==> src/rtl/hdlc_slot_rx.sv <==
module hdlc_slot_rx #(
  parameter int NUM_SLOTS = 32,
  parameter int DEPTH     = 64,
  localparam int SW = $clog2(NUM_SLOTS),
  localparam int AW = $clog2(DEPTH)
) (
  input  logic          clk,
  input  logic          rst_n,
  input  logic          line_en,
  input  logic          line_sync,
  input  logic          line_bit,
  input  logic [SW-1:0] cfg_slot,
  input  logic [7:0]    cfg_skip,
  input  logic          rd_pop,
  output logic [7:0]    rd_data,
  output logic          rd_last,
  output logic          rd_bad,
  output logic [AW:0]   avail,
  output logic          fifo_empty,
  output logic          fifo_full,
  output logic          rx_active,
  output logic [3:0]    ev_status,
  input  logic [3:0]    ev_clear,
  input  logic [3:0]    ev_int_en,
  output logic          irq
);
  localparam logic [15:0] RESIDUE = 16'hF0B8;
  localparam logic [15:0] POLY_R  = 16'h8408;

  // position within the line frame
  logic [2:0]    bit_pos;
  logic [SW-1:0] slot_pos;
  wire [2:0]    cur_bit  = line_sync ? 3'd0 : bit_pos;
  wire [SW-1:0] cur_slot = line_sync ? '0 : slot_pos;

  always_ff @(posedge clk or negedge rst_n)
    if (!rst_n) begin
      bit_pos  <= '0;
      slot_pos <= '0;
    end else if (line_en) begin
      bit_pos <= cur_bit + 3'd1;
      if (cur_bit == 3'd7)
        slot_pos <= (cur_slot == SW'(NUM_SLOTS - 1)) ? '0 : cur_slot + 1'b1;
      else
        slot_pos <= cur_slot;
    end

  wire tap = line_en && (cur_slot == cfg_slot) && !cfg_skip[cur_bit];

  // deframer state
  logic [2:0]  ones, fill, bcnt, nbytes;
  logic        in_frame, drop;
  logic [6:0]  dl, acc;
  logic [15:0] crc;
  logic [7:0]  h0, h1, h2;

  wire stuff = tap && !line_bit && ones == 3'd5;
  wire flag  = tap && !line_bit && ones == 3'd6;
  wire abrt  = tap &&  line_bit && ones == 3'd6;
  wire dbit  = tap && in_frame && !stuff && !flag && !abrt;
  wire shout = dbit && fill == 3'd7;
  wire obit  = dl[0];
  wire byte_done = shout && bcnt == 3'd7;
  wire [7:0]  new_byte = {obit, acc};
  wire [15:0] crc_nx = {1'b0, crc[15:1]} ^ ((crc[0] ^ obit) ? POLY_R : 16'h0000);

  wire long_enough = nbytes == 3'd4;
  wire close_wr  = flag && in_frame && long_enough;
  wire close_bad = (bcnt != 3'd0) || (crc != RESIDUE);
  wire abort_wr  = abrt && in_frame && long_enough;
  wire data_wr   = byte_done && nbytes >= 3'd3;
  wire wr_req    = data_wr || close_wr || abort_wr;
  wire [9:0] wr_entry = {close_wr || abort_wr, abort_wr || (close_wr && close_bad), h0};

  always_ff @(posedge clk or negedge rst_n)
    if (!rst_n) begin
      ones <= '0; fill <= '0; bcnt <= '0; nbytes <= '0;
      in_frame <= 1'b0; drop <= 1'b0;
      dl <= '0; acc <= '0; crc <= '1;
      h0 <= '0; h1 <= '0; h2 <= '0;
    end else if (tap) begin
      ones <= line_bit ? ((ones == 3'd7) ? ones : ones + 3'd1) : 3'd0;
      if (flag) begin
        in_frame <= 1'b1;
        fill <= '0; bcnt <= '0; nbytes <= '0;
        crc <= '1; drop <= 1'b0;
      end else if (abrt) begin
        in_frame <= 1'b0;
      end else if (dbit) begin
        dl <= {line_bit, dl[6:1]};
        if (fill != 3'd7) fill <= fill + 3'd1;
        if (shout) begin
          acc  <= new_byte[7:1];
          bcnt <= bcnt + 3'd1;
          crc  <= crc_nx;
        end
        if (byte_done) begin
          h0 <= h1; h1 <= h2; h2 <= new_byte;
          if (nbytes != 3'd4) nbytes <= nbytes + 3'd1;
        end
      end
      if (wr_req && fifo_full) drop <= 1'b1;
    end

  // receive FIFO
  logic [9:0] mem [DEPTH];
  logic [AW:0] wp, rp;
  wire wr_ok  = wr_req && !fifo_full && !drop;
  wire ovf    = wr_req && fifo_full && !drop;
  wire rd_ok  = rd_pop && !fifo_empty;

  always_ff @(posedge clk)
    if (wr_ok) mem[wp[AW-1:0]] <= wr_entry;

  always_ff @(posedge clk or negedge rst_n)
    if (!rst_n) begin
      wp <= '0;
      rp <= '0;
    end else begin
      if (wr_ok) wp <= wp + 1'b1;
      if (rd_ok) rp <= rp + 1'b1;
    end

  assign avail      = wp - rp;
  assign fifo_empty = wp == rp;
  assign fifo_full  = (wp[AW] != rp[AW]) && (wp[AW-1:0] == rp[AW-1:0]);
  assign {rd_last, rd_bad, rd_data} = mem[rp[AW-1:0]];
  assign rx_active  = in_frame;

  // events
  wire [3:0] ev_set = {ovf, abrt && in_frame, close_wr && close_bad, close_wr && !close_bad};

  always_ff @(posedge clk or negedge rst_n)
    if (!rst_n) ev_status <= '0;
    else        ev_status <= (ev_status & ~ev_clear) | ev_set;

  assign irq = |(ev_status & ev_int_en);
endmodule

==> config.mk <==
export PLATFORM = sky130hd
export DESIGN_NAME = hdlc_slot_rx
export DESIGN_NICKNAME = d
export VERILOG_FILES = /design/src/rtl/hdlc_slot_rx.sv
export SDC_FILE = /design/constraint.sdc
export NUM_CORES = 1
export LEC_CHECK = 0
export BUFFER_PORTS_ARGS = -buffer_cell sky130_fd_sc_hd__clkbuf_2
export CAP_MARGIN = 30
export CORE_MARGIN = 2
export CORE_UTILIZATION = 25
export CTS_CLUSTER_SIZE = 8
export DETAILED_ROUTE_END_ITERATION = 10
export GPL_TIMING_DRIVEN = 0
export HOLD_SLACK_MARGIN = 0.06
export PLACE_DENSITY_LB_ADDON = 0.15
export SYNTH_ARGS = -nofsm -noshare
export SYNTH_HDL_FRONTEND = slang
export SYNTH_SLANG_ARGS = --single-unit
==> constraint.sdc <==
create_clock -name clk -period 16.1 [get_ports clk]
set_clock_uncertainty 0.05 [all_clocks]
set_input_delay 0.805 -clock clk [delete_from_list [all_inputs] [get_ports clk]]
set_output_delay 0.805 -clock clk [all_outputs]
set_load 0.05 [all_outputs]
==> metrics.yaml, run 1 <==
p_leak_nw: 13.3
place_area_sq_um: 32800
wl_met2_mm: 39.2
cp-end-kind: "output port"
grt_pass1_wl_mm: 121
io_pins: 52
timing.slew.headroom: 0.338
grt_pass1_vias: 16400
rsz0062_at_grt: "no"
peakVddDrop_mv: 0.0827
drc: 0
maxSlewViolCount: 0
io_buffers: 50
synth_cell_types: 66
wl_met1_mm: 37.9
cts_hold_buffers: 0
synthCells: 1496
cts_sinks: 734
vias: 15500
max_freq_mhz: 172
overflow: 0
worstReg2RegEnd: "mem[44][7]"
synthTopCellsByArea: "edfxtp_1 66%, mux4_2 12%, dfrtp_1 6.7%"
yosys.area.top_type: "edfxtp_1"
synth_ff_type: "edfxtp_1"
reg2reg_slack_ns: 10.45
num-nets-final: 1795
synth_top_area_share: 0.658
cap_violations: 0
antenna_found_initial: 1
viasPerCell: 4.66
ys_warn_count: 0
clk_latency_ns: 0.68
drt_pass1_iterations: 6
synth.cell_area_sq_um: 29200
synth_nets: 1548
start_kind: "register"
timing.rr.start: "rp[1]"
fin_crit_ns: 5.81
dieHeight_microns: 346
htreeDepth: 3
hold_violations: 0
synth_edf_count: 640
yosysSeqAreaShare: 0.740
worstPathMaxFanout: 10
status: "finished clean"
syn2layout_area_growth_pct: 22.2
final.setup.tns_ns: 0
post-cts-setup-buffers: 0
crit_required_ns: 15.24
cts_tree: "done"
p_per_area_nw_per_um2: 141
crit_type: "register to output port"
tightest_slew_ns: 0.993
gp_congestion: 0.837
crit_chain: "buf_2 -> buf_2 -> clkbuf_1 -> buf_2 -> inv_1 -> ha_1 -> nor2b_1 -> o21ai_0 -> nand2b_1 -> a21o_1 -> a21oi_1 -> xnor2_1 -> clkbuf_2"
die_w_microns: 346
die-area_sq_um: 120000
period_share: 0.361
hold_class: "input port to async pin"
worst_path_max_delay_cell: "clkbuf_1"
async_reset_ff_frac: 0.128
cts_buffer_depth: 3
hpwlAfterDp_mm: 59.9
rr_worst_depth: 15
dr_wl_met3_mm: 5.55
routed_wirelength_mm: 85.0
track_usage: 0.142
cts_buffers: 102
postRouteAntennaNets: 0
core_sq_um: 116000
yosysMostFrequentCell: "edfxtp_1"
rows: 125
initial_utilization: 0.252
post_cts_resized: 0
avgSynthCellArea_sq_um: 19.5
crit_path_frequent_cell: "buf_2"
finalSetupViolations: 0
critPathMaxStageDelay_ns: 0.60
routed.top_layer: "met4"
dr.first_iter.drc_count: 1261
drive_above_1_share: 0.316
post-route-cell-area_sq_um: 35700
grt_max_degree: 95
clockRootBuffer: "clkbuf_16"
yosys-top-cells-count: "640 x edfxtp_1, 162 x mux4_2, 78 x dfrtp_1"
crit_arrival_ns: 4.96
ys_ff_latch: 734
path_clk_slew_ns: 0.06
wl_per_cell_microns: 25.5
-- cells in the final DEF, fill, tap and decap left out, types with 12 or more instances in the layout --
cell type,n
xor2_1,12
clkbuf_16,104
buf_4,16
a22oi_1,63
dfstp_2,16
mux2i_1,15
clkbuf_2,49
nor2_1,39
o22a_1,16
o21ai_0,15
nand2_1,39
mux2_2,42
buf_6,64
nor3_2,49
clkbuf_1,90
mux4_2,162
edfxtp_1,640
buf_2,20
inv_1,30
dfrtp_1,70
a21oi_1,36
buf_1,17
ha_1,24
-- final cells by class --
type | instances | area, sq um
tap | 1524 | 1910
clock inverter | 8 | 121
clock buffer | 154 | 2790
antenna | 2 | 5.00
sequential | 734 | 21600
timing repair buffer | 143 | 1400
fill | 11300 | 80400
multi-input combinational | 646 | 7340
buffer | 85 | 399
inverter | 31 | 116
-- how the worst max path moves through the flow --
stage               slack [ns]  depth (start not counted)       from         end
floorplan                10.06                          6  line_sync   mem[0][8]
global placement          4.78                          7  line_sync  mem[18][8]
detailed placement        9.90                         14      rp[1]  mem[43][9]
CTS                       9.96                         14      rp[1]  mem[43][6]
global route              9.89                         13      rp[1]    avail[5]
finish                   10.29                         13      rp[1]    avail[5]
-- state kept, by name (all words and copies together), names as in the netlist, 4 cells and up --
register / cells
h2: 8
dl: 7
crc: 16
slot_pos: 5
mem: 640
wp: 7
h0: 8
ev_status: 4
h1: 8
rp: 7
acc: 7
-- critical path, delay by kind of cell, from the launching register on --
kind	cells	cell delay, ns
xor+xnor	1	0.33
compound gates	3	0.53
buf+inv	6	2.44
flops	1	0.39
simple gates	2	0.24
fa+ha+maj	1	0.34
-- kinds of logic after synthesis --
logic type	synth area share
and+or+nand+nor	0.0358
adders and majority gates	0.0110
muxes	0.147
AOI/OAI and AO/OA	0.0426
xor gates and xnor gates	0.00660
buffers and inverters	0.0177
DFF	0.740
-- power by group --
| group | switching, mW | internal, mW | leakage [nW] | total (mW) |
|---|---|---|---|---|
| sequential | 0.0121 | 2.06 | 8.65 | 2.07 |
| combinational | 0.674 | 0.292 | 3.31 | 0.967 |
| clock | 0.799 | 1.19 | 1.40 | 1.99 |
| total | 1.49 | 3.54 | 13.3 | 5.03 |
-- metal layers --
metal,up-vias,track usage
li1,6635,-
met1,8254,0.192
met2,487,0.222
met3,138,0.0379
met4,0,0.0427
met5,-,0
-- per-stage QoR --
step	hold WS, ns	power [mW]	instances	util	worst slack (ns)
floorplan	0.389	2.65	1496	-	10.06
global placement	0.428	3.04	3070	0.270	4.78
detailed placement	0.424	3.09	3162	0.282	9.90
CTS	0.188	5.11	3324	0.307	9.96
global route	0.234	5.22	3325	0.307	9.89
finish	0.199	5.03	3327	0.307	10.29
No activity file was read; power rests on OpenSTA's default activity.
==> run 2: changes to the inputs <==
- clock period: 16.1 -> 5.5 ns (I/O delays scaled with it)
==> metrics.yaml, run 2 (synthesized netlist as in run 1, its figures left out) <==
final.setup.tns_ns: 0
path_clk_slew_ns: 0.05
cp-end-kind: "output port"
clk_latency_ns: 0.66
initial_utilization: 0.252
dieHeight_microns: 346
postLayoutCoreUtil: 0.307
worstPathMaxFanout: 10
core_sq_um: 116000
worst_path_max_delay_cell: "clkbuf_1"
grt_pass1_vias: 16300
finalSetupViolations: 0
fin_ws_ns: 0.291
crit_required_ns: 5.18
peakVddDrop_mv: 0.222
p_per_area_nw_per_um2: 411
drive_above_1_share: 0.318
critPathMaxStageDelay_ns: 0.82
vias: 15600
final_cell_mix: "640 x edfxtp_1, 162 x mux4_2, 104 x clkbuf_16"
crit_path_frequent_cell: "clkbuf_1"
p_sw_frac: 0.296
fin_crit_ns: 5.21
postRouteAntennaNets: 0
period_share: 0.947
combPwrFrac: 0.194
nFillCells: 11300
p_leak_nw: 13.4
grt_pass1_wl_mm: 122
overflow: 0
rsz0062_at_grt: "no"
timing.slew.headroom: 0.299
num-nets-final: 1797
cts_buffer_depth: 3
hold_class: "input port to register"
status: "finished clean"
multiInputGateArea_sq_um: 7360
seq_power_share: 0.413
power_mw: 14.7
largest_reg_flops: 640
cts_tree: "done"
cts_sinks: 734
hpwlAfterDp_mm: 59.6
drc: 0
grt_max_degree: 66
crit_chain: "clkbuf_1 -> clkinv_1 -> nor2_1 -> clkbuf_1 -> a22oi_1 -> a21oi_1 -> or4_1 -> clkbuf_2"
cap_violations: 0
cts_buffers: 102
intPower_mw: 10.3
layout_commonest_cell: "edfxtp_1"
rows: 125
syn2layout_area_growth_pct: 22.2
wl_per_cell_microns: 25.8
io_buffers: 50
gp_congestion: 0.843
track_usage: 0.142
max_freq_mhz: 192
hold_violations: 0
dr.first_iter.drc_count: 1143
antenna_found_initial: 0
post-place-ws_ns: -0.569
tightest_slew_ns: 1.05
die-area_sq_um: 120000
die_w_microns: 346
crit_arrival_ns: 4.88
clockRootBuffer: "clkbuf_16"
crit_type: "register to output port"
switchingPower_mw: 4.34
viasPerCell: 4.71
pwr-share-clk: 0.392
fin_hold_ws_ns: 0.146
routed_wirelength_mm: 85.5
start_kind: "register"
io_pins: 52
maxSlewViolCount: 0
seqCellArea_sq_um: 21600
drt_pass1_iterations: 5
htreeDepth: 3
==> run 2: cell count changes in the layout (fill, tap and decap cells not counted), sizes merged <==
cell / previous run / this run
dlygate4sd3: 0 / 7
inv: 33 / 32
clkbuf: 244 / 229
diode: 2 / 1
buf: 138 / 134
clkinv: 5 / 4
==> run 2: power by group through the flow <==
| stage | sequential, mW | clock [mW] | combinational [mW] |
|---|---|---|---|
| after floorplan | 6.15 | 0 | 1.62 |
| after global placement | 6.16 | 0 | 2.75 |
| after detailed placement | 6.16 | 0 | 2.88 |
| after CTS | 6.06 | 5.92 | 2.89 |
| after global routing | 6.06 | 6.13 | 2.99 |
| final | 6.06 | 5.75 | 2.85 |
==> run 2: repair_timing <==
action	CTS	global route
hold buffers	7	0
setup endpoints to repair	552	0
resized for setup	5	0
buffers inserted	0	0
endpoints found under the hold margin	42	0
==> run 2: per-layer routing <==
layer | up-vias | global-route usage | share of wire
met2 | 417 | 0.223 | 0.46
li1 | 6622 | - | -
met5 | - | 0 | 0
met3 | 121 | 0.0322 | 0.052
met1 | 8426 | 0.197 | 0.46
met4 | 0 | 0.0430 | 0.027
==> run 2: critical path, delay by kind of cell, from the launching register on <==
family | cells | cell delay (ns)
flip-flops | 1 | 0.31
AND/OR/NAND/NOR | 2 | 0.68
buffers and inverters | 4 | 2.15
AO/OA/AOI/OAI | 2 | 1.07
==> run 2: cell type report <==
class | instances | share of cell area
diodes | 1 | 0.0000701
plain buffers | 84 | 0.0112
clock buffers | 140 | 0.0767
clock inverters | 6 | 0.00337
inverters | 31 | 0.00326
multi-input cells | 646 | 0.206
flip-flops and latches | 734 | 0.605
well taps | 1524 | 0.0534
repair buffers | 146 | 0.0403
==> run 2: final timing paths <==
path	startpoint	to	slack, ns	cells past startpoint
setup / recovery	rp[3]	rd_data[0]	0.29	8
hold / removal	rd_pop	rp[1]	0.15	4
setup reg to reg	rp[1]	mem[15][6]	0.35	14
hold reg to reg	rp[6]	rp[6]	0.44	1
max in group asynchronous	rst_n	h0[0]	4.48	3
min in group asynchronous	rst_n	ev_status[1]	0.21	2
==> run 2: metrics by stage <==
step | area (sq um) | std cells
floorplan | 29200 | 1496
global placement | 31400 | 3070
detailed placement | 32700 | 3158
CTS | 35700 | 3310
global route | 35700 | 3311
finish | 35700 | 3312
==> run 3: changes to the inputs <==
- ABC_AREA: default -> 1
==> metrics.yaml, run 3 <==
fin_hold_ws_ns: 0.127
io_buffers: 49
rsz0062_at_grt: "no"
placed_cells: 4163
seq_power_share: 0.328
worstReg2RegEnd: "mem[19][7]"
clockRootBuffer: "clkbuf_16"
die_w_microns: 350
num-nets-final: 2719
routed_wirelength_mm: 114
cts_hold_buffers: 10
largest_reg_flops: 640
synth_edf_count: 640
nFillCells: 12100
final_cells: 4337
p_sw_frac: 0.407
synth_top_area_share: 0.640
period_share: 0.974
cp-startpoint: "rp[0]"
cts_tree: "done"
final.setup.tns_ns: 0
htreeDepth: 3
drt_pass1_iterations: 6
grt_pass1_vias: 20800
synthCells: 2421
rr_worst_depth: 15
combPwrFrac: 0.363
max_freq_mhz: 187
final_cell_mix: "640 x edfxtp_1, 365 x nor2_1, 358 x o21ai_0"
timing.slew.headroom: 0.288
gp_congestion: 0.874
synth_nets: 2473
yosys-top-cells-count: "640 x edfxtp_1, 365 x nor2_1, 359 x o21ai_0"
p_per_area_nw_per_um2: 508
hold_class: "input port to async pin"
fin_crit_ns: 5.35
ys_warn_count: 0
cts_buffers: 101
worstPathMaxFanout: 10
peakVddDrop_mv: 0.272
hpwlAfterDp_mm: 79.6
post-cts-setup-buffers: 0
synth_ff_type: "edfxtp_1"
switchingPower_mw: 7.57
crit_type: "register to output port"
track_usage: 0.184
initial_utilization: 0.251
avgSynthCellArea_sq_um: 12.4
postRouteAntennaNets: 0
dr.first_iter.drc_count: 2170
timing.rr.start: "rp[1]"
reg2reg_slack_ns: 0.72
wl_per_cell_microns: 26.3
cts_buffer_depth: 3
intPower_mw: 11.0
yosys.area.top_type: "edfxtp_1"
viasPerCell: 4.91
core_sq_um: 119000
syn2layout_area_growth_pct: 21.9
drc: 0
hold_violations: 0
synthTopCellsByArea: "edfxtp_1 64%, dfrtp_1 6.5%, o21ai_0 6.0%"
dieHeight_microns: 350
grt_pass1_wl_mm: 160
path_clk_slew_ns: 0.05
ys_ff_latch: 734
crit_required_ns: 5.18
drive_above_1_share: 0.137
grt_max_degree: 66
yosysSeqAreaShare: 0.719
start_kind: "register"
tightest_slew_ns: 1.07
postLayoutCoreUtil: 0.306
post_cts_resized: 0
io_pins: 52
synth.cell_area_sq_um: 30000
yosysMostFrequentCell: "edfxtp_1"
pwr-share-clk: 0.309
status: "finished clean"
clk_latency_ns: 0.67
die-area_sq_um: 123000
finalSetupViolations: 0
rows: 127
antenna_found_initial: 5
cap_violations: 0
overflow: 0
maxSlewViolCount: 0
vias: 21300
p_leak_nw: 13.3
cts_sinks: 734
cp-end-kind: "output port"
crit_arrival_ns: 5.03
async_reset_ff_frac: 0.128
synth_cell_types: 40
layout_commonest_cell: "edfxtp_1"
run 3: cell type report:
| cell class | instances | area [sq um] | share of cell area |
|---|---|---|---|
| antenna | 2 | 5.00 | 0.000137 |
| buffer | 154 | 662 | 0.0181 |
| clock buffer | 155 | 2770 | 0.0758 |
| clock inverter | 4 | 50.0 | 0.00137 |
| inverter | 92 | 345 | 0.00944 |
| multi-input combinational | 1441 | 7650 | 0.209 |
| sequential | 734 | 21600 | 0.591 |
| tap | 1612 | 2020 | 0.0551 |
| timing repair buffer | 143 | 1470 | 0.0403 |
run 3: logic make-up (layout without fill, tap and decap cells):
group | count (synthesis) | in the layout | share of synthesized area
simple gates | 800 | 800 | 0.117
flops | 734 | 734 | 0.719
compound gates | 595 | 595 | 0.113
buf+inv | 246 | 548 | 0.0336
fa+ha+maj | 25 | 25 | 0.0107
xor+xnor | 21 | 21 | 0.00613
other cells | 0 | 2 | 0
run 3: critical path, stage by stage, from the launching register on:
cell,delay [ns]
dfrtp_1,0.67
buf_2,0.32
clkbuf_1,0.60
clkbuf_1,0.80
nor2_1,0.12
o221ai_1,0.46
nand3_1,0.35
nand3_1,0.22
nand3_1,0.21
nand3_1,0.26
clkbuf_2,0.31
run 3: worst max-delay path by stage:
stage	slack, ns	to
6_report	0.15	rd_bad
5_1_grt	0.15	rd_bad
4_1_cts	0.21	rd_bad
3_5_place_dp	0.77	mem[56][6]
3_3_place_gp	-3.63	mem[27][8]
2_1_floorplan	1.07	mem[0][8]
run 3: power groups by stage:
stage	Clock (mW)	Sequential, mW	Combinational (mW)
final	5.73	6.10	6.74
after floorplan	0	6.18	3.42
after CTS	5.84	6.09	6.66
after global placement	0	6.20	6.50
after global routing	6.05	6.10	7.06
after detailed placement	0	6.20	6.64
run 3: stage by stage:
stage | setup slack (ns) | power (mW) | area (sq um)
4_1_cts | 0.210 | 18.6 | 36500
6_report | 0.145 | 18.6 | 36600
3_3_place_gp | -3.63 | 12.7 | 32300
2_1_floorplan | 1.07 | 9.60 | 30000
3_5_place_dp | 0.768 | 12.8 | 33600
5_1_grt | 0.151 | 19.2 | 36600
run 3: routing by layer:
layer,up-vias,wire (microns),track usage
met3,187,7490,0.0250
met1,10900,48300,0.247
met5,-,0,0
li1,9365,-,-
met2,877,53600,0.302
met4,0,4860,0.0718
